==> src/rtl/xonxoff_flow.sv <==
module xonxoff_flow #(
  parameter int DW = 8
) (
  input  logic          clk,
  input  logic          rst_n,
  input  logic [1:0]    mode,
  input  logic [DW-1:0] go_c1,
  input  logic [DW-1:0] go_c2,
  input  logic [DW-1:0] stop_c1,
  input  logic [DW-1:0] stop_c2,
  input  logic          irq_en,
  input  logic          stat_rd,
  input  logic          rx_valid,
  input  logic [DW-1:0] rx_data,
  input  logic          tx_busy,
  input  logic          tx_char_done,
  output logic          fifo_wr,
  output logic [DW-1:0] fifo_data,
  output logic          tx_permit,
  output logic          stop_flag,
  output logic          irq
);
  localparam logic [1:0] M_ONE = 2'b01;
  localparam logic [1:0] M_TWO = 2'b10;

  logic          hold_v, hold_stop, pend_v, stop_pend, halted;
  logic [DW-1:0] hold_d, pend_d;
  logic          m_stop, m_go, w, p_set, h_set, h_clr, h_stop;
  logic [DW-1:0] wd;

  wire single   = (mode == M_ONE);
  wire pair     = (mode == M_TWO);
  wire on       = single | pair;
  wire watch_go = stop_pend | halted;
  wire is_stop1 = (rx_data == stop_c1);
  wire is_go1   = watch_go && (rx_data == go_c1);
  wire sec_hit  = hold_v && (hold_stop ? (rx_data == stop_c2) : (rx_data == go_c2));

  always_comb begin
    m_stop = 1'b0; m_go = 1'b0; w = 1'b0; wd = rx_data;
    p_set = 1'b0; h_set = 1'b0; h_clr = 1'b0; h_stop = 1'b0;
    if (rx_valid) begin
      if (!on) w = 1'b1;
      else if (single) begin
        if (is_stop1)    m_stop = 1'b1;
        else if (is_go1) m_go = 1'b1;
        else             w = 1'b1;
      end else if (sec_hit) begin
        m_stop = hold_stop;
        m_go   = !hold_stop;
        h_clr  = 1'b1;
      end else begin
        if (hold_v) begin w = 1'b1; wd = hold_d; end
        if (is_stop1 || is_go1) begin
          h_set  = 1'b1;
          h_stop = is_stop1;
        end else begin
          h_clr = 1'b1;
          if (hold_v) p_set = 1'b1;
          else        w = 1'b1;
        end
      end
    end else if (pend_v) begin
      w = 1'b1; wd = pend_d;
    end
  end

  always_ff @(posedge clk) begin
    if (!rst_n) begin
      fifo_wr <= 1'b0; fifo_data <= '0;
      pend_v <= 1'b0; pend_d <= '0;
      hold_v <= 1'b0; hold_d <= '0; hold_stop <= 1'b0;
      stop_pend <= 1'b0; halted <= 1'b0; stop_flag <= 1'b0;
    end else begin
      fifo_wr   <= w;
      fifo_data <= wd;
      pend_v    <= p_set;
      pend_d    <= rx_data;
      if (!pair) hold_v <= 1'b0;
      else if (h_set) begin
        hold_v <= 1'b1; hold_d <= rx_data; hold_stop <= h_stop;
      end else if (h_clr) hold_v <= 1'b0;
      if (!on) begin
        stop_pend <= 1'b0; halted <= 1'b0;
      end else if (m_go) begin
        stop_pend <= 1'b0; halted <= 1'b0;
      end else begin
        if (m_stop && !halted) stop_pend <= 1'b1;
        if (stop_pend && (!tx_busy || tx_char_done)) begin
          stop_pend <= 1'b0; halted <= 1'b1;
        end
      end
      if (!on)                stop_flag <= 1'b0;
      else if (m_stop)        stop_flag <= 1'b1;
      else if (m_go || stat_rd) stop_flag <= 1'b0;
    end
  end

  assign tx_permit = !halted;
  assign irq       = stop_flag & irq_en;

  a_r2_permit_when_off: assert property (@(posedge clk) disable iff (!rst_n)
    !on |=> tx_permit);
  a_r4_halt_at_boundary: assert property (@(posedge clk) disable iff (!rst_n)
    $fell(tx_permit) |-> $past(!tx_busy || tx_char_done));
  a_r3_flag_from_rx: assert property (@(posedge clk) disable iff (!rst_n)
    $rose(stop_flag) |-> $past(rx_valid));
  a_r6_resume_from_rx: assert property (@(posedge clk) disable iff (!rst_n)
    $rose(tx_permit) |-> $past(rx_valid || !on));
  a_r9_flag_clear_cause: assert property (@(posedge clk) disable iff (!rst_n)
    $fell(stop_flag) |-> $past(stat_rd || rx_valid || !on));
  a_r8_rx_spacing: assert property (@(posedge clk) disable iff (!rst_n)
    rx_valid |=> !rx_valid);
  a_r8_write_source: assert property (@(posedge clk) disable iff (!rst_n)
    fifo_wr |-> $past(rx_valid || pend_v));
endmodule

==> config.mk <==
export PLATFORM = sky130hd
export DESIGN_NAME = xonxoff_flow
export DESIGN_NICKNAME = d
export VERILOG_FILES = /design/src/rtl/xonxoff_flow.sv
export SDC_FILE = /design/constraint.sdc
export NUM_CORES = 1
export LEC_CHECK = 0
export ABC_AREA = 1
export BUFFER_PORTS_ARGS = -buffer_cell sky130_fd_sc_hd__buf_4
export CAP_MARGIN = 20
export CORE_UTILIZATION = 47
export CTS_CLUSTER_SIZE = 16
export DETAILED_ROUTE_END_ITERATION = 7
export PLACE_DENSITY = 0.84
export SLEW_MARGIN = 20
export SYNTH_ARGS = -nofsm -noshare
export SYNTH_HDL_FRONTEND = slang
export SYNTH_SLANG_ARGS = --single-unit
==> constraint.sdc <==
create_clock -name clk -period 1.4 [get_ports clk]
set_input_delay 0.14 -clock clk [delete_from_list [all_inputs] [get_ports clk]]
set_output_delay 0.14 -clock clk [all_outputs]
set_load 0.05 [all_outputs]
# After elaboration in Yosys (flattened, before gate mapping)
# Index checks and enable logic that the tools add are counted.
[word_totals]
reg_bits = 31
latchBits = 0
ramBits = 0
romBits = 0
inputBits = 49
out_inout_bits = 12
n_memories = 0
[op_classes]
addsub = 0
n_mul = 0
n_div = 0
magnitude_cmp = 0
eq_ne = 6
shifts = 0
n_mux = 47
n_bitwise = 6
reduce_logical = 18
[ops]
columns = ["cell", "n"]
rows = [
  ["$mux 8", 6],
  ["$mux 1", 41],
  ["$eq 8x8->1", 4],
  ["$reduce_and 2->1", 3],
  ["$reduce_or 6->1", 1],
  ["$logic_and 1x1->1", 4],
  ["$reduce_bool 2->1", 2],
  ["$reduce_or 4->1", 1],
  ["$logic_not 1->1", 3],
  ["$logic_or 1x1->1", 3],
  ["$not 1->1", 3],
  ["$reduce_or 3->1", 1],
  ["$eq 2x1->1 const B", 1],
  ["$eq 2x2->1 const B", 1],
  ["$or 1x1->1", 2],
  ["$and 1x1->1", 1],
]

# Depth between registers and ports, before layout
# Gate-level depths: netlist of run 1.
[logic_depth]
depth_word = 10
ltp_mapped = 14
depth_no_buf = 14

# Worst setup path after synthesis of run 1
# Ideal clock, no wire load.
[synth_path]
kind = "reg2reg"
from = "register hold_stop"
to = "register hold_d[7]"
setup_time_ps = 114
t_arrival_ps = 1382
setup_slack_ps = -96
path_stages_with_launch = 14
n_path_buf = 2
synth_period_minus_slack_ps = 1496
path_cell_list = "dfxtp_1 buf_6 nand2_1 nand2_1 nand2_1 nand2_1 nand2_2 nor2_4 nand3_2 nand4_4 buf_8 nand2_2 nand2_1 nor2_2"
[synth_between]
elab_chain_cells = 7
[synth_rtl]
columns = ["item", "line", "text"]
rows = [
  ["start, declared", "26", "logic hold_v, hold_stop, pend_v, stop_pend, halted;"],
  ["start signal, assigned", "72", "hold_v <= 1'b0; hold_d <= '0; hold_stop <= 1'b0;"],
  ["start signal, assigned", "81", "hold_v <= 1'b1; hold_d <= rx_data; hold_stop <= h_stop;"],
  ["$mux 1", "37", "wire sec_hit = hold_v && (hold_stop ? (rx_data == stop_c2) : (rx_data == go_c2));"],
  ["$logic_and 1x1->1", "37", ""],
  ["$mux 1", "48", "end else if (sec_hit) begin"],
  ["$mux 1", "44", "else if (single) begin"],
  ["$mux 1", "43", "if (!on) w = 1'b1;"],
  ["$mux 1", "42", "if (rx_valid) begin"],
  ["$reduce_and 2->1 (no source line)", "n/a", ""],
  ["end signal, assigned", "72", ""],
  ["end signal, assigned", "81", ""],
  ["end, declared", "27", "logic [DW-1:0] hold_d, pend_d;"],
]
# Every way passes these cells.
# A chain may end at the register's enable or synchronous reset.

# Worst setup path in the final report of run 1
[layout_path]
from = "register hold_stop"
to = "register hold_d[5]"
# Same word-level chain as after synthesis.

==> reports/qor.txt, run 1 <==
Syn Inst Count: 335
#FFs+latches synth: 31
Clock root cell: clkbuf_8
Final Cycle Share: 128.6%
Clk slew on worst S/H paths: 0.08 ns
Vias in the first global route: 2365
Post-synth net total: 386
Fin. max-slew vios: 0
Maximum clock rate: 555.6 MHz
Final setup fails: 23
Largest net degree at the start of global routing: 19
Starting DRT DRC Count: 242
Cell Area, Synth: 2054 µm²
Area leader, netlist: dfxtp_1
Initial Util: 50.28%
Core Area: 4086 µm²
Status: complete, but fails checks
Post-DR vias/cell: 5.268
Layout Utilization: 76.45%
Minimum clock period: 1.800 ns
Slowest Stage Delay on Critical Path: 0.41 ns
CP Launch Type: register
TritonCTS Buffers: 5
Total power: 2.445 mW
Layout Skew: 0.01450 ns
Synth Area per Inst: 6.133 µm²
Yosys warns: 0
Port Buffers: 60
Global-route wire length before repair: 10.16 mm
Worst-Skew Late Latency: 0.30 ns
Most common cell in the netlist: nand2_1
CP Class: register to register
Sequential fraction of the synthesis area: 30.21%
Row count: 23
Failing checks: negative setup slack
Chip height: 68.12 µm
Leak Pwr: 1.709 nW
Via count: 2518
Area share of the largest cell type after synthesis: 30.21%
Global-route track usage on met1: 35.62%
Routed wire length: 6.736 mm
Total track usage: 29.57%
Critical path required time: 1.62 ns
Post-synth top cells: nand2_1 (101), inv_1 (48), nor2_1 (34)
Worst path arrival time: 2.02 ns
Crit. End Element: register
Power Density: 782.5 nW/µm²
Final hold slack: 0.08955 ns
Post-DP HPWL: 4.509 mm
First-pass detailed-route iteration total: 5
Max IR drop VDD: 0.6562 mV
Post-synth EDFFs: 0
Met2 usage: 51.84%
Total grt overflow: 0
ANT cells: 0
Die ar.: 4640 µm²
Setup repair after global routing missed its margin: yes
Count of final hold-check violations: 0
Rel. slew slack: 69.74%
# IOs: 61
CTS tree: yes
GR Util met3: 5.500%
Synth unique cells: 33
Critical path's slowest cell: dfxtp_4
Worst Tran Pin Value: 0.4533 ns
GP Congestion: 0.8731
CP cell instances: buf_12 > nand2_4 > nand2_2 > nand2_1 > nand2_1 > nand2_2 > nor2_4 > nand3_4 > nand4_2 > nor2_1 > nor2_1
Post-synth ARST share: 0%
Fin worst setup slack: -0.4000 ns
Area Growth Syn to Fin: 52.07%
Max-cap violations: 0
CTS sink cnt: 31
Regs by FF count: fifo_data: 8 flops, hold_d: 8 flops, pend_d: 8 flops
Synth area leaders: dfxtp_1 (30%), nand2_1 (18%), inv_1 (8.8%), nor2_1 (6.2%), nand3_1 (6.1%)
Die X: 68.12 µm
Drt drc: 0
Clock Path Buffers: 2
Final nets: 478
CP Max Fanout: 9
Routed WL per cell: 14.09 µm
Total buffers and inverters traversed by the critical path: 1
Fraction of layout instances using a drive strength above 1: 39.72%
Maximum level of the CTS H-tree: 2
Synth Flop Type: dfxtp_1
Top Usage Layer GRT: met2
Top delay family on crit path: simple AND/OR/NAND/NOR gates
Type of the worst min-delay path: primary input to register
Initial antenna violation count: 0
Final ANT Viol Nets: 0
==> metrics by stage <==
stage,instances,cell area [µm²],setup TNS [ns],worst slack (ns)
2_1_floorplan,335,2071,-0.1343,-0.04897
3_3_place_gp,464,2763,-2.750,-0.1703
3_5_place_dp,464,2763,-4.172,-0.2386
4_1_cts,478,2982,-3.442,-0.2150
5_1_grt,478,3124,-8.190,-0.4727
6_report,478,3124,-6.436,-0.4000
==> path summary, 6_finish.rpt <==
check | slack, ns | cells past startpoint | to | from
setup / recovery | -0.40 | 11 | hold_d[5] | hold_stop
setup reg to reg | -0.40 | 11 | hold_d[5] | hold_stop
hold / removal | 0.09 | 3 | pend_d[1] | rx_data[1]
hold reg to reg | 0.53 | 2 | fifo_data[7] | pend_d[7]
==> cell usage in the layout (no fill, tap or decap), drive strengths merged <==
master and n:
clkinv 2, dfxtp 31, nor2 37, nor4 1, nand4 13, nand3 28, bufinv 1, o21ai 11
inv 54, nand3b 1, xnor2 6, a21oi 22, ha 2, clkbuf 6, and3 1, o211ai 1
buf 97, or2 3, nor3 1, nand2 106, xor2 4
==> report_power, final <==
group | switching, mW | total [mW] | internal (mW)
logic | 0.323 | 0.585 | 0.263
clock network | 0.368 | 0.944 | 0.576
registers | 0.00756 | 0.916 | 0.909
==> per-layer routing <==
layer / wire [µm] / part of all wire, % / vias to the layer above
li1: - / - / 1223
met1: 2602 / 39 / 1131
met2: 3412 / 51 / 133
met3: 486 / 7.2 / 31
met4: 234 / 3.5 / 0
met5: 0 / 0 / -
==> worst min-delay path, cell delays in order <==
cell     delay (ns)
buf_4          0.11
nand2_1        0.05
inv_1          0.04
==> final cells by class <==
| cell class | instances | area (µm²) |
|---|---|---|
| fillers | 289 | 962.2 |
| repair buffers | 97 | 752.0 |
| multi-input cells | 237 | 1356 |
| flip-flops and latches | 31 | 624.3 |
| clock buffers | 6 | 82.58 |
| well taps | 50 | 62.56 |
| inverters | 55 | 211.5 |
| clock inverters | 2 | 35.03 |
==> cells by family (layout without fill, tap and decap cells) <==
kind of cell,after synthesis,in the layout,share of synthesized area [%]
AND/OR/NAND/NOR,189,191,41.35
buffers and inverters,69,160,14.01
AO/OA/AOI/OAI,34,34,8.587
flip-flops,31,31,30.21
XOR/XNOR,10,10,4.628
adder cells (fa/ha/maj),2,2,1.218
==> what timing repair did <==
item / in CTS / in global routing
endpoints found under the setup margin: 22 / 23
pin swaps: 12 / 20
gates resized for setup: 15 / 39
hold buffers: 0 / 0
cloned: 2 / 0
hold endpoints to repair: 0 / 0
setup buffers: 4 / 0
Power figures use the tool's default switching activity.
==> run 2: changes to the inputs <==
Settings changed: CORE_UTILIZATION 47 to 45, CTS_CLUSTER_SIZE 16 to 24, PLACE_DENSITY 0.84 to 0.81.
==> reports/qor.txt, run 2 (synthesis results as in run 1) <==
Drt drc: 0 (unchanged)
Commonest non-fill, non-tap cell in the layout: buf_4
Maximum level of the CTS H-tree: 2 (unchanged)
Post-DR vias/cell: 5.109 (-3.0%)
Placement Cell Area: 2768 µm² (+0.18%)
Critical path's slowest cell: dfxtp_4
Layout Utilization: 67.64% (-8.8 points)
Routed wire length: 6.008 mm (-11%)
Fraction of layout instances using a drive strength above 1: 32.79% (-6.9 points)
Crit. End Element: register
Fin worst setup slack: -0.2307 ns (+0.1694 ns)
Worst path arrival time: 1.78 ns (-0.24 ns)
CP cell instances: inv_6 > nand2_1 > nand2_1 > nand2_1 > nand2_1 > inv_1 > nand2_2 > nor2_4 > nand2_4 > nand3_4 > nand2_1 > nand3_1 > a21oi_1
Largest net degree at the start of global routing: 19 (unchanged)
Final nets: 477 (-0.21%)
Initial antenna violation count: 0 (unchanged)
GP Congestion: 0.8970 (+2.7%)
Count of final hold-check violations: 0 (unchanged)
Dpl cells: 468 (+0.86%)
Final Cycle Share: 116.5% (-12 points)
Critical path required time: 1.55 ns (-0.07 ns)
Initial Util: 46.86% (-3.4 points)
Final instance area: 2965 µm² (-5.1%)
Vias in the first global route: 2330 (-1.5%)
Regs by FF count: fifo_data: 8 flops, hold_d: 8 flops, pend_d: 8 flops
CTS tree: yes
Clk slew on worst S/H paths: 0.06 ns (-0.02 ns)
CTS sink cnt: 31 (unchanged)
Rel. slew slack: 70.62% (+0.87 points)
Top delay family on crit path: simple AND/OR/NAND/NOR gates
Final setup fails: 23 (unchanged)
Power Density: 720.1 nW/µm² (-8.0%)
Core Area: 4384 µm² (+7.3%)
CP Class: register to register
Leak Pwr: 1.590 nW (-7.0%)
Worst Tran Pin Value: 0.4402 ns (-0.01309 ns)
Max-cap violations: 0 (unchanged)
Setup repair after global routing missed its margin: yes
R2R setup slack: -0.23 ns (+0.17 ns)
Final ANT Viol Nets: 0 (unchanged)
Port Buffers: 60 (unchanged)
Chip height: 69.57 µm (+2.1%)
Minimum clock period: 1.631 ns (-0.1694 ns)
Die ar.: 4840 µm² (+4.3%)
Clock Path Buffers: 2 (unchanged)
# IOs: 61 (unchanged)
TritonCTS Buffers: 5 (unchanged)
CP Max Fanout: 10 (+1)
Post-DP HPWL: 4.411 mm (-2.2%)
Final hold slack: 0.1238 ns (+0.03427 ns)
Area Growth Syn to Fin: 44.34%
Routed WL per cell: 12.54 µm (-11%)
Failing checks: negative setup slack
CP Launch Type: register
First-pass detailed-route iteration total: 4 (-1)
Most frequent cells in the layout: buf_4 (93), nand2_1 (91), inv_1 (47)
Global-route wire length before repair: 10.20 mm (+0.41%)
Status: complete, but fails checks
Starting DRT DRC Count: 133 (-45%)
Total track usage: 26.58% (-3.0 points)
Via count: 2447 (-2.8%)
Clock root cell: clkbuf_8
Worst-Skew Late Latency: 0.29 ns (about the same)
Total buffers and inverters traversed by the critical path: 2 (+1)
Layout Skew: 0.006457 ns (-0.008043 ns)
Fin. max-slew vios: 0 (unchanged)
Row count: 24 (+4.3%)
ANT cells: 0 (unchanged)
Max IR drop VDD: 0.5752 mV (-12%)
Crit-path most repeated cell: nand2_1
Post-Layout Cell Count: 479 (+0.21%)
Hold-fix buffers, CTS: 0 (unchanged)
Slowest Stage Delay on Critical Path: 0.42 ns (about the same)
Maximum clock rate: 613.3 MHz (+10%)
Total Negative Setup Slacks: -4.132 ns (+2.303 ns)
Total grt overflow: 0 (unchanged)
Die X: 69.57 µm (+2.1%)
Type of the worst min-delay path: primary input to register
## run 2: per-stage QoR
step,worst slack [ns],power (mW)
2_1_floorplan,-0.04897,1.214
6_report,-0.2307,2.135
4_1_cts,-0.2010,2.145
3_5_place_dp,-0.2584,1.462
5_1_grt,-0.3620,2.247
3_3_place_gp,-0.1934,1.454
## run 2: cell type report
type,count,area (µm²)
Clock buffer,7,76.32
Clock inverter,1,5.005
Fill cell,393,1419
Inverter,55,211.5
Multi-Input combinational cell,237,1251
Sequential cell,31,624.3
Tap cell,52,65.06
Timing Repair Buffer,96,732.0
## run 2: final timing paths
kind | startpoint | end | depth (start not counted)
worst max-delay path | hold_stop | fifo_data[3] | 13
worst min-delay path | stat_rd | stop_flag | 4
worst max register to register | hold_stop | fifo_data[3] | 13
worst min register to register | hold_d[1] | hold_d[1] | 4
## run 2: power by group
part / switching [mW] / internal, mW / total [mW] / leakage, nW
combinational: 0.300 / 0.246 / 0.546 / 1.29
clock: 0.326 / 0.348 / 0.673 / 0.0422
sequential: 0.00680 / 0.909 / 0.916 / 0.255
## run 2: per-layer routing
layer	track usage [%]	wire, µm	up-vias
met5	0	0	-
met4	9.751	151	0
met3	6.105	430	16
met2	46.17	3035	111
met1	31.79	2390	1086
li1	-	-	1234
## run 2: timing repair
action                                  in CTS  in global routing
endpoints found under the setup margin      22                 23
cloned                                       2                  0
setup buffers                                1                  0
pin swaps                                    4                  0
resized for setup                           20                  3
## run 2: worst min-delay path, stage by stage
cell and delay (ns):
buf_4 0.08, nor2_1 0.04, nand3_1 0.07, nand2_1 0.04
==> run 3: changes to the inputs <==
Settings changed: ABC_AREA 1 to default, PLACE_DENSITY 0.81 to 0.83, RECOVER_POWER from default to 50.
==> reports/qor.txt, run 3 <==
Fin worst setup slack: -0.7203 ns (-0.4896 ns)
Post-synth ARST share: 0% (unchanged)
Most frequent cells in the layout: buf_4 (85), dfxtp_1 (30), mux2i_1 (21)
Total track usage: 25.58% (-1.0 points)
Clock Path Buffers: 2 (unchanged)
Largest net degree at the start of global routing: 31 (+12)
Area Growth Syn to Fin: 50.17%
Total grt overflow: 0 (unchanged)
Die ar.: 4241 µm² (-12%)
Synth unique cells: 34 (+3.0%)
Yosys warns: 0 (unchanged)
CTS sink cnt: 31 (unchanged)
Cell Area, Synth: 1793 µm² (-13%)
# IOs: 61 (unchanged)
Initial Util: 47.89% (+1.0 points)
#FFs+latches synth: 31 (unchanged)
Layout Skew: 0.004812 ns (-0.001645 ns)
Most common cell in the netlist: dfxtp_1
Type of the worst min-delay path: primary input to register
Core Area: 3744 µm² (-15%)
Total power: 2.136 mW (about the same)
Leak Pwr: 1.202 nW (-24%)
Psw: 0.5933 mW (-6.2%)
Failing checks: negative setup slack
Routed WL per cell: 16.00 µm (+28%)
CP Max Fanout: 6 (-4)
Synth area leaders: dfxtp_1 (35%), mux2i_1 (14%), xnor2_1 (12%), mux2_2 (5.0%), nand2_1 (4.4%)
Metal2 WL: 2.769 mm (-8.8%)
Top routing layer in use: met4
Power Density: 793.2 nW/µm² (+10%)
Regs by FF count: fifo_data: 8 flops, hold_d: 8 flops, pend_d: 8 flops
Post-DR vias/cell: 5.274 (+3.2%)
Rel. slew slack: 17.74% (-53 points)
Post-DP HPWL: 3.650 mm (-17%)
Clk slew on worst S/H paths: 0.06 ns (about the same)
Logic pwr share: 23.6% (-2.0 points)
Area share of the largest cell type after synthesis: 34.61% (+4.4 points)
GP Congestion: 0.8967 (about the same)
Post-synth EDFFs: 0 (unchanged)
Synth Flop Type: dfxtp_1
Internal: 1.542 mW (+2.6%)
DR WL met3: 278 µm (-35%)
Drt drc: 0 (unchanged)
Worst path arrival time: 2.34 ns (+0.56 ns)
Clock root cell: clkbuf_8
Area leader, netlist: dfxtp_1
Layout Utilization: 71.93% (+4.3 points)
Critical path required time: 1.62 ns (+0.07 ns)
Worst Tran Pin Value: 1.234 ns (+0.7937 ns)
Clock power frac: 33.4% (+1.9 points)
Starting DRT DRC Count: 166 (+25%)
Fin. max-slew vios: 0 (unchanged)
Area of the multi-input gates: 1142 µm² (-8.7%)
Sequential fraction of the synthesis area: 34.61% (+4.4 points)
Initial antenna violation count: 0 (unchanged)
Commonest non-fill, non-tap cell in the layout: buf_4
TritonCTS Buffers: 5 (unchanged)
Port Buffers: 60 (unchanged)
Final nets: 331 (-31%)
Fraction of layout instances using a drive strength above 1: 44.29% (+11 points)
Vias in the first global route: 1827 (-22%)
Crit. End Element: register
ANT cells: 0 (unchanged)
Max-cap violations: 0 (unchanged)
Pre-CTS setup slack: -0.9221 ns (-0.6637 ns)
Count of final hold-check violations: 0 (unchanged)
Via count: 1730 (-29%)
Final Cycle Share: 151.4% (+35 points)
Chip height: 65.12 µm (-6.4%)
Post-synth top cells: dfxtp_1 (31), mux2i_1 (25), xnor2_1 (24)
Syn Inst Count: 197 (-41%)
Die X: 65.12 µm (-6.4%)
Global-route wire length before repair: 8.066 mm (-21%)
Switching share of power: 27.78% (-1.8 points)
Maximum level of the CTS H-tree: 2 (unchanged)
CTS tree: yes
Metal-1 WL: 2.129 mm (-11%)
Hold-fix buffers, CTS: 0 (unchanged)
Minimum clock period: 2.120 ns (+0.4896 ns)
First-pass detailed-route iteration total: 4 (unchanged)
Maximum clock rate: 471.6 MHz (-23%)
Synth Area per Inst: 9.101 µm² (+48%)
CP Launch Type: register
Sequential share of power: 43.0% (about the same)
Routed wire length: 5.249 mm (-13%)
Final ANT Viol Nets: 0 (unchanged)
Post-synth net total: 248 (-36%)
Setup repair after global routing missed its margin: yes
Status: complete, but fails checks
Fillcell total: 283 (-28%)
Max IR drop VDD: 0.5264 mV (-8.5%)
Row count: 22 (-8.3%)
CP Class: register to register
Final setup fails: 23 (unchanged)
Register Area: 624.3 µm² (unchanged)
Worst-Skew Late Latency: 0.28 ns (about the same)
run 3: path summary, 6_finish.rpt:
kind         cells past startpoint  slack (ns)        from   endpoint
max reg2reg                      8       -0.72   hold_stop  hold_stop
max                              8       -0.72   hold_stop  hold_stop
min                              3        0.13  rx_data[0]  pend_d[0]
min reg2reg                      2        0.47   hold_d[7]  hold_d[7]
run 3: layout make-up:
type | count | area share [%]
Clock inverter | 1 | 0.1859
Inverter | 13 | 1.812
Multi-Input combinational cell | 137 | 42.43
Tap cell | 48 | 2.230
Sequential cell | 31 | 23.19
Timing Repair Buffer | 92 | 27.09
Clock buffer | 6 | 3.067
run 3: power by group through the flow:
stage	Sequential, mW	Clock [mW]	Combinational [mW]
after floorplan	1.00	0	0.200
after global placement	0.939	0	0.468
after detailed placement	0.940	0	0.478
after CTS	0.919	0.705	0.482
after global routing	0.920	0.750	0.538
final	0.918	0.713	0.505
run 3: what timing repair did:
item / CTS / global route
buffers inserted: 2 / 1
setup endpoints to repair: 23 / 23
pin swaps: 5 / 3
resized for setup: 3 / 15
run 3: cells by family (layout without fill, tap and decap cells):
| family | Yosys count | after routing | share of synthesized area, % |
|---|---|---|---|
| adder cells (fa/ha/maj) | 2 | 2 | 1.395 |
| flip-flops | 31 | 31 | 34.61 |
| AO/OA/AOI/OAI | 31 | 31 | 11.59 |
| buffers and inverters | 29 | 112 | 7.607 |
| XOR/XNOR | 24 | 24 | 11.72 |
| AND/OR/NAND/NOR | 47 | 47 | 14.10 |
| multiplexers | 33 | 33 | 18.98 |
run 3: per-layer routing:
layer	track usage, %	up-vias
met3	5.382	7
met2	44.92	67
met1	28.94	826
li1	-	830
met5	0	-
met4	13.32	0
run 3: worst max-delay path, stage by stage, from the launching register on:
cell and delay (ns):
dfxtp_4 0.40, buf_12 0.14, mux2i_4 0.25, xnor2_2 0.10, nor4_4 0.43, nand3_2 0.22, buf_4 0.21, a31oi_2 0.17
a41o_1 0.13
run 3: stage by stage:
stage               instances  setup TNS, ns  hold WS [ns]  instance area, µm²
floorplan                 197         -12.34        0.3350                1802
global placement          318         -15.95        0.4080                2492
detailed placement        318         -18.32        0.4201                2492
CTS                       327         -13.70        0.1311                2606
global route              328         -16.40        0.1549                2693
finish                    328         -14.44        0.1344                2693
